### src/rtl/cqs_pkg.sv
package cqs_pkg;
    localparam int Q_DEPTH = 16;
    localparam int QAW     = $clog2(Q_DEPTH);
    localparam int W_MIN   = 8;
    localparam int W_MAX   = 16;
    localparam int WB      = $clog2(W_MAX + 1);
    localparam int CNT_W   = WB + 1;
    localparam int CS_N    = 4;
    localparam int DIV_W   = 8;
    localparam int ADDR_W  = QAW + 2;
    localparam int ST_W    = 3;

    typedef enum logic [1:0] {
        SP_REG = 2'd0,
        SP_CMD = 2'd1,
        SP_TX  = 2'd2,
        SP_RX  = 2'd3
    } space_e;

    typedef enum logic [2:0] {
        RG_CTRL = 3'd0,
        RG_DIV  = 3'd1,
        RG_PTR  = 3'd2,
        RG_IDLE = 3'd3,
        RG_RUN  = 3'd4
    } reg_e;

    typedef enum logic [1:0] {
        SQ_IDLE   = 2'd0,
        SQ_LAUNCH = 2'd1,
        SQ_XFER   = 2'd2
    } seq_e;

    typedef struct packed {
        logic [WB-1:0] wide_bits;
        logic          odrain;
        logic          cpha;
        logic          cpol;
    } ctrl_t;

    typedef struct packed {
        logic            wide;
        logic [CS_N-1:0] cs;
    } cmd_t;

    typedef struct packed {
        logic [CS_N-1:0] cs;
        logic            sck;
    } idle_t;

    function automatic logic [WB-1:0] clamp_width(input logic [WB-1:0] w);
        if (w < WB'(W_MIN)) return WB'(W_MIN);
        if (w > WB'(W_MAX)) return WB'(W_MAX);
        return w;
    endfunction

    function automatic logic [W_MAX-1:0] left_align(input logic [W_MAX-1:0] d,
                                                    input logic [WB-1:0] w);
        logic [WB-1:0] sh;
        sh = WB'(W_MAX) - w;
        return d << sh;
    endfunction
endpackage

### src/rtl/cqs_regfile.sv
module cqs_regfile
    import cqs_pkg::*;
(
    input  logic              clk,
    input  logic              rst,
    input  logic              host_we,
    input  logic [ADDR_W-1:0] host_addr,
    input  logic [W_MAX-1:0]  host_wdata,
    output logic [W_MAX-1:0]  host_rdata,
    output ctrl_t             ctrl,
    output logic [DIV_W-1:0]  div,
    output logic [QAW-1:0]    start_ptr,
    output logic [QAW-1:0]    end_ptr,
    output idle_t             idle,
    output logic              start_req,
    output logic              modf_clr,
    input  logic [ST_W-1:0]   status,
    input  logic [QAW-1:0]    rd_idx,
    output cmd_t              cur_cmd,
    output logic [W_MAX-1:0]  cur_tx,
    input  logic              rx_we,
    input  logic [QAW-1:0]    rx_idx,
    input  logic [W_MAX-1:0]  rx_data
);
    cmd_t             cmd_mem [Q_DEPTH];
    logic [W_MAX-1:0] tx_mem  [Q_DEPTH];
    logic [W_MAX-1:0] rx_mem  [Q_DEPTH];

    space_e         space;
    logic [QAW-1:0] slot;
    reg_e           rsel;

    assign space = space_e'(host_addr[ADDR_W-1 -: 2]);
    assign slot  = host_addr[QAW-1:0];
    assign rsel  = reg_e'(slot[2:0]);

    always_ff @(posedge clk) begin
        start_req <= 1'b0;
        modf_clr  <= 1'b0;
        if (rst) begin
            ctrl      <= '0;
            div       <= DIV_W'(2);
            start_ptr <= '0;
            end_ptr   <= '0;
            idle      <= '{cs: '1, sck: 1'b0};
            for (int i = 0; i < Q_DEPTH; i++) begin
                cmd_mem[i] <= '0;
                tx_mem[i]  <= '0;
            end
        end else if (host_we) begin
            case (space)
                SP_REG: begin
                    case (rsel)
                        RG_CTRL: ctrl <= ctrl_t'(host_wdata[$bits(ctrl_t)-1:0]);
                        RG_DIV:  div  <= host_wdata[DIV_W-1:0];
                        RG_PTR: begin
                            start_ptr <= host_wdata[QAW-1:0];
                            end_ptr   <= host_wdata[2*QAW-1:QAW];
                        end
                        RG_IDLE: idle <= idle_t'(host_wdata[$bits(idle_t)-1:0]);
                        RG_RUN: begin
                            start_req <= host_wdata[0];
                            modf_clr  <= host_wdata[2];
                        end
                        default: ;
                    endcase
                end
                SP_CMD:  cmd_mem[slot] <= cmd_t'(host_wdata[$bits(cmd_t)-1:0]);
                SP_TX:   tx_mem[slot]  <= host_wdata;
                default: ;
            endcase
        end
    end

    always_ff @(posedge clk) begin
        if (rst) begin
            for (int i = 0; i < Q_DEPTH; i++) rx_mem[i] <= '0;
        end else if (rx_we) begin
            rx_mem[rx_idx] <= rx_data;
        end
    end

    always_comb begin
        host_rdata = '0;
        case (space)
            SP_REG: begin
                case (rsel)
                    RG_CTRL: host_rdata = W_MAX'(ctrl);
                    RG_DIV:  host_rdata = W_MAX'(div);
                    RG_PTR:  host_rdata = W_MAX'({end_ptr, start_ptr});
                    RG_IDLE: host_rdata = W_MAX'(idle);
                    RG_RUN:  host_rdata = W_MAX'(status);
                    default: host_rdata = '0;
                endcase
            end
            SP_CMD:  host_rdata = W_MAX'(cmd_mem[slot]);
            SP_TX:   host_rdata = tx_mem[slot];
            default: host_rdata = rx_mem[slot];
        endcase
    end

    assign cur_cmd = cmd_mem[rd_idx];
    assign cur_tx  = tx_mem[rd_idx];
endmodule

### src/rtl/cqs_baud.sv
module cqs_baud
    import cqs_pkg::*;
(
    input  logic             clk,
    input  logic             rst,
    input  logic             run,
    input  logic [DIV_W-1:0] div,
    output logic             tick
);
    logic [DIV_W-1:0] lim;
    logic [DIV_W-1:0] cnt;

    assign lim  = (div < DIV_W'(2)) ? DIV_W'(2) : div;
    assign tick = run && (cnt == lim - DIV_W'(1));

    always_ff @(posedge clk) begin
        if (rst || !run)  cnt <= '0;
        else if (tick)    cnt <= '0;
        else              cnt <= cnt + DIV_W'(1);
    end

    // the half-period counter never passes its limit while running
    a_r4_cnt_range: assert property (@(posedge clk) disable iff (rst)
        run |-> cnt < lim);
endmodule

### src/rtl/cqs_shift.sv
module cqs_shift
    import cqs_pkg::*;
(
    input  logic             clk,
    input  logic             rst,
    input  logic             go,
    input  logic             abort,
    input  logic             cpol,
    input  logic             cpha,
    input  logic [WB-1:0]    width,
    input  logic [W_MAX-1:0] txd,
    input  logic             tick,
    input  logic             miso,
    output logic             busy,
    output logic             sck,
    output logic             mosi,
    output logic [W_MAX-1:0] rxd,
    output logic             done
);
    logic [W_MAX-1:0] txsr;
    logic [W_MAX-1:0] rxsr;
    logic [CNT_W-1:0] ec;
    logic [WB-1:0]    wlat;
    logic [CNT_W-1:0] last_ec;
    logic [W_MAX-1:0] aligned;

    assign last_ec = {wlat, 1'b0};
    assign aligned = left_align(txd, width);
    assign rxd     = rxsr;

    always_ff @(posedge clk) begin
        if (rst) begin
            busy <= 1'b0;
            sck  <= 1'b0;
            mosi <= 1'b0;
            txsr <= '0;
            rxsr <= '0;
            ec   <= '0;
            wlat <= WB'(W_MIN);
            done <= 1'b0;
        end else begin
            done <= 1'b0;
            if (abort) begin
                busy <= 1'b0;
                sck  <= cpol;
            end else if (go) begin
                busy <= 1'b1;
                sck  <= cpol;
                ec   <= '0;
                wlat <= width;
                rxsr <= '0;
                mosi <= aligned[W_MAX-1];
                txsr <= cpha ? aligned : (aligned << 1);
            end else if (busy && tick) begin
                if (ec == last_ec) begin
                    busy <= 1'b0;
                    done <= 1'b1;
                end else begin
                    sck <= ~sck;
                    ec  <= ec + CNT_W'(1);
                    if (ec[0] == 1'b0) begin
                        if (cpha) begin
                            mosi <= txsr[W_MAX-1];
                            txsr <= txsr << 1;
                        end else begin
                            rxsr <= {rxsr[W_MAX-2:0], miso};
                        end
                    end else begin
                        if (cpha) begin
                            rxsr <= {rxsr[W_MAX-2:0], miso};
                        end else begin
                            mosi <= txsr[W_MAX-1];
                            txsr <= txsr << 1;
                        end
                    end
                end
            end else if (!busy) begin
                sck <= cpol;
            end
        end
    end

    // edge count stays within twice the latched width
    a_r3_edge_bound: assert property (@(posedge clk) disable iff (rst)
        busy |-> ec <= last_ec);

    // every word ends with the clock back at its resting level
    a_r1_sck_rest: assert property (@(posedge clk) disable iff (rst)
        $fell(busy) |-> sck == cpol);

    // a finished word leaves the edge counter at its full value
    a_r2_full_word: assert property (@(posedge clk) disable iff (rst)
        done |-> ec == last_ec);
endmodule

### src/rtl/cmdq_spi_master.sv
module cmdq_spi_master
    import cqs_pkg::*;
(
    input  logic              clk,
    input  logic              rst,
    input  logic              host_we,
    input  logic [ADDR_W-1:0] host_addr,
    input  logic [W_MAX-1:0]  host_wdata,
    output logic [W_MAX-1:0]  host_rdata,
    output logic              sck_o,
    output logic              sck_oe,
    output logic              mosi_o,
    output logic              mosi_oe,
    output logic [CS_N-1:0]   cs_o,
    output logic [CS_N-1:0]   cs_oe,
    input  logic              miso_i,
    input  logic              ss_n_i
);
    ctrl_t            ctrl;
    idle_t            idle;
    cmd_t             cur_cmd;
    logic [DIV_W-1:0] div;
    logic [QAW-1:0]   start_ptr, end_ptr, idx;
    logic [W_MAX-1:0] cur_tx, sh_rxd;
    logic             start_req, modf_clr;
    logic             sh_busy, sh_sck, sh_mosi, sh_done, tick;
    logic             go, fault, active, rx_we;
    logic             done_f, modf_f, ss_meta, ss_sync;
    logic [WB-1:0]    xfer_w;
    seq_e             state;

    assign active = (state != SQ_IDLE);
    assign fault  = active && !ss_sync;
    assign go     = (state == SQ_LAUNCH) && !fault;
    assign rx_we  = (state == SQ_XFER) && sh_done && !fault;
    assign xfer_w = cur_cmd.wide ? clamp_width(ctrl.wide_bits) : WB'(W_MIN);

    cqs_regfile u_regs (
        .clk(clk), .rst(rst),
        .host_we(host_we), .host_addr(host_addr), .host_wdata(host_wdata),
        .host_rdata(host_rdata),
        .ctrl(ctrl), .div(div), .start_ptr(start_ptr), .end_ptr(end_ptr),
        .idle(idle), .start_req(start_req), .modf_clr(modf_clr),
        .status({modf_f, done_f, active}),
        .rd_idx(idx), .cur_cmd(cur_cmd), .cur_tx(cur_tx),
        .rx_we(rx_we), .rx_idx(idx), .rx_data(sh_rxd)
    );

    cqs_baud u_baud (
        .clk(clk), .rst(rst), .run(sh_busy), .div(div), .tick(tick)
    );

    cqs_shift u_shift (
        .clk(clk), .rst(rst), .go(go), .abort(fault),
        .cpol(ctrl.cpol), .cpha(ctrl.cpha), .width(xfer_w), .txd(cur_tx),
        .tick(tick), .miso(miso_i), .busy(sh_busy), .sck(sh_sck),
        .mosi(sh_mosi), .rxd(sh_rxd), .done(sh_done)
    );

    always_ff @(posedge clk) begin
        if (rst) begin
            state   <= SQ_IDLE;
            idx     <= '0;
            done_f  <= 1'b0;
            modf_f  <= 1'b0;
            ss_meta <= 1'b1;
            ss_sync <= 1'b1;
        end else begin
            ss_meta <= ss_n_i;
            ss_sync <= ss_meta;
            if (modf_clr) modf_f <= 1'b0;
            case (state)
                SQ_IDLE: begin
                    if (start_req && !modf_f) begin
                        state  <= SQ_LAUNCH;
                        idx    <= start_ptr;
                        done_f <= 1'b0;
                    end
                end
                SQ_LAUNCH: state <= SQ_XFER;
                SQ_XFER: begin
                    if (sh_done) begin
                        if (idx == end_ptr) begin
                            state  <= SQ_IDLE;
                            done_f <= 1'b1;
                        end else begin
                            idx   <= idx + QAW'(1);
                            state <= SQ_LAUNCH;
                        end
                    end
                end
                default: state <= SQ_IDLE;
            endcase
            if (fault) begin
                state  <= SQ_IDLE;
                modf_f <= 1'b1;
            end
        end
    end

    assign sck_o   = active ? sh_sck : idle.sck;
    assign cs_o    = active ? cur_cmd.cs : idle.cs;
    assign mosi_o  = sh_mosi;
    assign sck_oe  = ctrl.odrain ? ~sck_o  : 1'b1;
    assign mosi_oe = ctrl.odrain ? ~mosi_o : 1'b1;
    assign cs_oe   = ctrl.odrain ? ~cs_o   : '1;

    // a synchronized slave-select fault stops the queue and flags it
    a_r8_fault_stop: assert property (@(posedge clk) disable iff (rst)
        fault |=> (state == SQ_IDLE) && modf_f);

    // done only rises together with the queue going idle
    a_r6_done_idle: assert property (@(posedge clk) disable iff (rst)
        $rose(done_f) |-> !active && !sh_busy);

    // on completion the chip-selects already sit at their idle levels
    a_r7_idle_cs: assert property (@(posedge clk) disable iff (rst)
        $rose(done_f) |-> cs_o == idle.cs);

    // a start while the fault flag is set does not launch
    a_r9_start_blocked: assert property (@(posedge clk) disable iff (rst)
        (start_req && modf_f && !active) |=> state == SQ_IDLE);

    // open-drain outputs never drive a high level
    a_r10_open_drain: assert property (@(posedge clk) disable iff (rst)
        ctrl.odrain |-> !(sck_oe && sck_o) && !(mosi_oe && mosi_o) && ((cs_oe & cs_o) == '0));

    // the shifter only starts from the launch state
    a_r5_launch_only: assert property (@(posedge clk) disable iff (rst)
        $rose(sh_busy) |-> $past(state) == SQ_LAUNCH);
endmodule

### config.mk
export PLATFORM = sky130hd
export DESIGN_NAME = cmdq_spi_master
export DESIGN_NICKNAME = d
export VERILOG_FILES = /design/src/rtl/cqs_pkg.sv /design/src/rtl/cqs_regfile.sv /design/src/rtl/cqs_baud.sv /design/src/rtl/cqs_shift.sv /design/src/rtl/cmdq_spi_master.sv
export SDC_FILE = /design/constraint.sdc
export NUM_CORES = 1
export LEC_CHECK = 0
export BUFFER_PORTS_ARGS = -buffer_cell sky130_fd_sc_hd__buf_2
export CORE_MARGIN = 4
export CORE_UTILIZATION = 38
export CTS_CLUSTER_DIAMETER = 200
export DETAILED_ROUTE_END_ITERATION = 7
export GPL_ROUTABILITY_DRIVEN = 0
export PLACE_DENSITY_LB_ADDON = 0.3
export SKIP_LAST_GASP = 1
export SLEW_MARGIN = 10
export SYNTH_ARGS = -nofsm -noshare
export SYNTH_HDL_FRONTEND = slang
export SYNTH_SLANG_ARGS = --single-unit
### constraint.sdc
create_clock -name clk -period 3.55 [get_ports clk]
set_input_delay 0.1775 -clock clk [delete_from_list [all_inputs] [get_ports clk]]
set_output_delay 0.1775 -clock clk [all_outputs]
set_load 0.03 [all_outputs]
# Word level (Yosys, flattened, before mapping)

Memories as Yosys holds them, arrays and structs flattened. A register that Yosys moved wholly into a read port is not among the register bits.
Index checks and enable logic that the tools add are counted.

RAM bits: 592
Output and inout port bits: 28
Register bits after elaboration: 96
Memories: 3
Logic and storage cells: 196
Latch bits: 0
Memory bits (read-only): 0
Bits of input ports: 27

Reduce and logical (&&, ||, !) cells: 41
Shifts and indexed selects: 1
Magnitude comparators: 3
Divide/modulo/power cells: 0
Eq/ne operators: 21
$add $sub $neg: 5
Muxes and demuxes: 87
$mul: 0
Bitwise logic cells: 9

Memory list:

| name           | words | bits a word | rd ports | clocked after memory_dff | wr ports | RTL line          | source |
|---|---|---|---|---|---|---|---|
| u_regs.rx_mem  | 16    | 16          | 1        | 0                        | 16       | cqs_regfile.sv:27 | `logic [W_MAX-1:0] rx_mem [Q_DEPTH];` |
| u_regs.tx_mem  | 16    | 16          | 2        | 1                        | 16       | cqs_regfile.sv:26 | `logic [W_MAX-1:0] tx_mem [Q_DEPTH];` |
| u_regs.cmd_mem | 16    | 5           | 2        | 1                        | 16       | cqs_regfile.sv:25 | `cmd_t cmd_mem [Q_DEPTH];` |

Operator list:

| kind                                                                         | number |
|---|---|
| 16-bit two-way mux                                                           | 15 |
| 4-bit two-way mux                                                            | 12 |
| 16-bit one-hot mux with 3 select lines                                       | 1 |
| 1-bit two-way mux                                                            | 43 |
| 8-bit one-hot mux with 5 select lines                                        | 1 |
| 16-bit OR reduction                                                          | 2 |
| 5-bit two-way mux                                                            | 6 |
| 6-bit two-way mux                                                            | 3 |
| 16-bit by 5-bit left shift with 16-bit output                                | 1 |
| 3-bit AND reduction                                                          | 5 |
| 5-bit AND reduction                                                          | 2 |
| 2-bit nonzero test                                                           | 5 |
| 8-bit by 1-bit adder with 8-bit output, second input constant                | 1 |
| 8-bit == test                                                                | 1 |
| 8-bit by 2-bit less-than comparator with 1-bit output, second input constant | 1 |
| 8-bit two-way mux                                                            | 1 |
| 4-bit != test, second input constant                                         | 2 |
| 1-bit NOT                                                                    | 8 |
| 4-bit one-hot mux with 2 select lines                                        | 1 |
| 2-bit AND reduction                                                          | 4 |
| 4-bit AND reduction                                                          | 2 |
| 4-bit OR reduction                                                           | 2 |
| 8-bit by 1-bit subtractor with 8-bit output, second input constant           | 1 |
| 1-bit logical AND                                                            | 7 |
| 27 further kinds                                                             | 40 |

# Longest topological paths before layout

Depth after elaboration: 10
Depth in mapped cells: 16
Mapped depth without buffers: 13

# By module

A second synthesis with hierarchy kept.

Cells, all modules: 2537
Area, all modules: 35605.4 um^2

Modules (own cells, without submodules):

| module          | instances | sequential area each (um^2) | area each (um^2) | cells an instance |
|---|---|---|---|---|
| cqs_regfile     | 1         | 18397.6                     | 31096.1          | 2020 |
| cqs_shift       | 1         | 940.9                       | 3080.5           | 343 |
| cqs_baud        | 1         | 160.2                       | 716.9            | 90 |
| cmdq_spi_master | 1         | 200.2                       | 711.9            | 84 |

# Least setup slack after synthesis

OpenSTA, ideal clock, no wires.

Kind: register to register
Start point: reg (tool-made name)
End point: reg u_shift.txsr[7]
Data required time: 3459 ps
Clock period less this slack: 3910 ps
Stages on the path, launching flop included: 15
Buffers on the path: 4
Arrival time: 3819 ps
Setup slack: -360 ps
Library setup time: 91 ps
Cell sequence: dfxtp_1 > buf_2 > buf_2 > o211a_1 > nand3_1 > nand2_1 > clkinv_1 > ha_1 > clkbuf_1 > inv_1 > clkbuf_1 > o21ai_0 > a21boi_0 > a2111o_1 > a311oi_1

RTL lines:

| item                 | RTL line        | source |
|---|---|---|
| to (signal assigned) | cqs_shift.sv:53 | `txsr <= cpha ? aligned : (aligned << 1);` |
| to (signal assigned) | cqs_shift.sv:64 | `txsr <= txsr << 1;` |
| to (signal assigned) | cqs_shift.sv:73 | `txsr <= txsr << 1;` |
| to (decl)            | cqs_shift.sv:20 | `logic [W_MAX-1:0] txsr;` |

# Worst setup path in the final report

Start point: reg u_regs.div[7]
End point: reg u_shift.rxsr[13], in the netlist u_shift.rxd[13]

Cells in the longest elaborated chain, start to end: 8

RTL lines:

| item                                                  | RTL line          | source |
|---|---|---|
| from (decl)                                           | cqs_regfile.sv:11 | `output logic [DIV_W-1:0] div,` |
| from (signal assigned)                                | cqs_regfile.sv:55 | `RG_DIV: div <= host_wdata[DIV_W-1:0];` |
| 8-bit by 2-bit less-than comparator with 1-bit output | cqs_baud.sv:13    | `assign lim = (div < DIV_W'(2)) ? DIV_W'(2) : div;` |
| 8-bit two-way mux *                                   | cqs_baud.sv:13    |  |
| 8-bit by 1-bit subtractor with 8-bit output *         | cqs_baud.sv:14    | `assign tick = run && (cnt == lim - DIV_W'(1));` |
| 8-bit == test *                                       | cqs_baud.sv:14    |  |
| 1-bit logical AND *                                   | cqs_baud.sv:14    |  |
| 1-bit logical AND *                                   | cqs_shift.sv:54   | `end else if (busy && tick) begin` |
| 2-bit nonzero test (no line) *                        | --                |  |
| 5-bit AND reduction (no line) *                       | --                |  |
| to (signal assigned)                                  | cqs_shift.sv:66   | `rxsr <= {rxsr[W_MAX-2:0], miso};` |
| to (signal assigned)                                  | cqs_shift.sv:70   | `rxsr <= {rxsr[W_MAX-2:0], miso};` |
| to (decl)                                             | cqs_shift.sv:21   | `logic [W_MAX-1:0] rxsr;` |

Mark *: on every way between the ends. The rest lies on a longest branch, timed or not.
A chain may end at the register's enable or synchronous reset.

==> impl_metrics.py <==
metrics = {
    "yosys": {
        "synthesis.area_um2": 35500,
        "synth_area_leader_cell": "edfxtp_1",
        "netlist.area_leader.share_pct": 50.1,
        "yosysMostFrequentCell": "and2_1",
        "avgSynthCellArea_um2": 13.7,
        "synth_edf_count": 592,
        "synth-main-ff-cell": "edfxtp_1",
        "synth-seq-cells": 692,
        "ys_async_sr_fraction_pct": 0,
        "postSynthCellCount": 2582,
        "synthesis.nets": 2617,
        "ys.warnings.count": 0,
        "yosys-top-cells-count": "and2_1, edfxtp_1, mux4_2, clkbuf_1, nor2_1",
        "synthTopCellsByArea": "edfxtp_1, mux4_2, and2_1",
        "yosysSeqAreaShare_pct": 55.8,
        "ys_types": 69,
    },
    "sta": {
        "timing.slew.headroom_pct": 11.1,
        "worstMarginPinSlew_ps": 1330,
        "slew_violations": 0,
        "timing.final.crit_share_pct": 99.8,
        "min_period_ps": 3540,
        "max_freq_mhz": 282,
        "finalHoldViolCount": 0,
        "rsz0062_at_grt": "yes",
        "finClkSkew_ps": 38.0,
        "setup_violations": 0,
    },
    "layout": {
        "final_area_um2": 40400,
        "final_cells": 3960,
        "drive_gt1_share_pct": 24.1,
        "fin_nets": 2694,
        "syn_to_final_growth_pct": 14.0,
    },
    "drt": {
        "drt_iter0_markers": 2724,
        "drtAntennaViolNets": 0,
        "wl_um": 104000,
        "wl_per_cell_um": 26.4,
        "drt-vias-per-instance": 5.81,
        "drt-pass1-iter-count": 6,
        "dr_total_vias": 23000,
        "drc": 0,
    },
    "die": {
        "die_h_um": 314,
        "core_area_um2": 92100,
        "start_util_pct": 38.5,
        "die_x_um": 314,
        "design.die.area_um2": 98300,
        "boundaryPins": 55,
        "num_rows": 111,
    },
    "worst_setup_path": {
        "cp.required_ps": 4040,
        "critical-path-top-delay-family": "simple AND/OR/NAND/NOR gates",
        "cpMostUsedCell": "or4_4",
        "cp-start-kind": "flop",
        "cpMaxStageDelayCell": "or4_4",
        "cpPeakStageDelay_ps": 570,
        "cp.arrival_ps": 4030,
        "cp_max_fo": 16,
        "path_cells": "or4_4 -> nand2b_4 -> o21ai_0 -> ha_2 -> xor2_2 -> xnor2_1 -> nand3_1 -> or4_4 -> or4b_4 -> buf_12 -> mux2i_1 -> nor2_1",
        "crit_type": "flop to flop",
        "cp-end-kind": "flop",
        "cp_num_buf_inv": 1,
    },
    "placed_design": {
        "placed_cell_area_um2": 37800,
        "io_buffers": 54,
        "dp_hpwl_um": 69600,
        "place_inst": 3814,
    },
    "clock_network": {
        "clock_latency_ps": 640,
        "cts-root-buf": "clkbuf_16",
        "cts_tree": "yes",
        "path_clk_slew_ps": 70,
        "cts_num_sinks": 692,
        "h-tree-depth": 3,
        "clk_path_buf_depth": 3,
        "numCtsBuffers": 75,
    },
    "pwr": {
        "power_density_nw_per_um2": 461,
        "p_switching_w": 0.00432,
        "irDropWorstVdd_mv": 0.320,
        "seqPwrFrac_pct": 50.0,
        "p_int_w": 0.0143,
        "p_clk_share_pct": 41.9,
        "leakage_nw": 13.9,
        "p_sw_share_pct": 23.2,
        "comb_power_share_pct": 8.2,
    },
    "global_routing": {
        "grt_use_total_pct": 21.1,
        "grt_pass1_wl_um": 155000,
        "grt_pass1_vias": 23500,
        "overflow": 0,
        "antenna_found_initial": 4,
        "grt_max_degree": 59,
    },
    "worst_hold_path": {
        "min_path_type": "primary input to flop",
    },
    "flow_run": {
        "drv_cap": 0,
    },
    "outcome": {
        "status": "completed",
    },
}
[layout by cell type, fill, tap and decap left out, types with 22 or more instances in the layout]
master	n
a22oi_1	25
dfxtp_1	97
and2_1	598
mux4_2	279
a21oi_1	57
nor2_1	123
nor3_1	28
edfxtp_1	592
nand2_1	91
o21ai_0	52
buf_4	136
nand3_1	64
mux2i_1	50
inv_1	22
clkbuf_16	79
buf_2	51
[worst register-to-register path, delay by kind of cell, from the launching register on]
kind	cells	cell delay, ps
adders and majority gates	1	250
muxes	1	200
AOI/OAI and AO/OA	1	180
buffers and inverters	1	180
xor gates and xnor gates	2	280
DFF	1	320
and+or+nand+nor	6	2000
[cell families after synthesis]
family | share of synthesized area, %
muxes | 19.8
and+or+nand+nor | 16.0
DFF | 55.8
xor gates and xnor gates | 0.568
adders and majority gates | 0.282
AOI/OAI and AO/OA | 5.03
buffers and inverters | 2.60
[layout make-up]
cell class | count | area, um2
clock inverters | 35 | 365
well taps | 1243 | 1560
fillers | 8197 | 51600
multi-input cells | 1654 | 14900
flip-flops and latches | 692 | 19800
diodes | 1 | 2.50
repair buffers | 212 | 1680
inverters | 24 | 90.1
clock buffers | 99 | 2050
[through the flow]
stage / hold WS, ps / total power, W / setup WS, ps / utilization, % / TNS [ps]
after floorplan: 281 / 0.0103 / -10.0 / - / -10.0
after global placement: 396 / 0.0109 / 9.14 / 41.1 / 0
after detailed placement: 384 / 0.0110 / 12.8 / 41.1 / 0
after CTS: 1.89 / 0.0188 / -6.22 / 43.8 / -6.22
after global routing: 46.4 / 0.0192 / -133 / 43.9 / -1530
final: 26.4 / 0.0186 / 8.51 / 43.9 / 0
[power by group through the flow]
stage | logic (W) | registers (W) | clock network, W
floorplan | 0.000934 | 0.00941 | 0
global placement | 0.00150 | 0.00944 | 0
detailed placement | 0.00151 | 0.00948 | 0
CTS | 0.00152 | 0.00931 | 0.00794
global route | 0.00159 | 0.00934 | 0.00825
finish | 0.00152 | 0.00931 | 0.00780
[worst paths after layout]
check                        endpoint  cells past startpoint  slack (ps)          start
hold / removal    u_regs.tx_mem[0][9]                      2          30  host_wdata[9]
setup / recovery      u_shift.rxd[13]                     12           9  u_regs.div[7]
hold reg to reg               ss_sync                      1         430        ss_meta
setup reg to reg      u_shift.rxd[13]                     12           9  u_regs.div[7]
[flip-flops by register name (all words and copies together), names as in the netlist, 6 cells and up, named ones only]
name            cells
u_baud.cnt          8
u_regs.cmd_mem     80
u_regs.ctrl         8
u_regs.div          8
u_regs.rx_mem     256
u_regs.tx_mem     256
u_shift.ec          6
u_shift.rxd        16
u_shift.txsr       16
[per-layer routing]
| layer | vias up | part of all wire [%] | wire length, um | GRT usage, % |
|---|---|---|---|---|
| li1 | 9929 | - | - | - |
| met1 | 11800 | 41 | 42800 | 28.5 |
| met2 | 1055 | 47 | 49200 | 33.9 |
| met3 | 191 | 8.6 | 8970 | 4.81 |
| met4 | 4 | 3.3 | 3430 | 7.32 |
| met5 | - | 0.019 | 20 | 0 |
[repair_timing]
action	in CTS	in global routing
endpoints found under the setup margin	12	26
hold endpoints to repair	32	0
hold buffers	8	0
resized for setup	3	13
setup buffers	0	3
pin swaps	0	6
No activity file was read; power rests on OpenSTA's default activity.
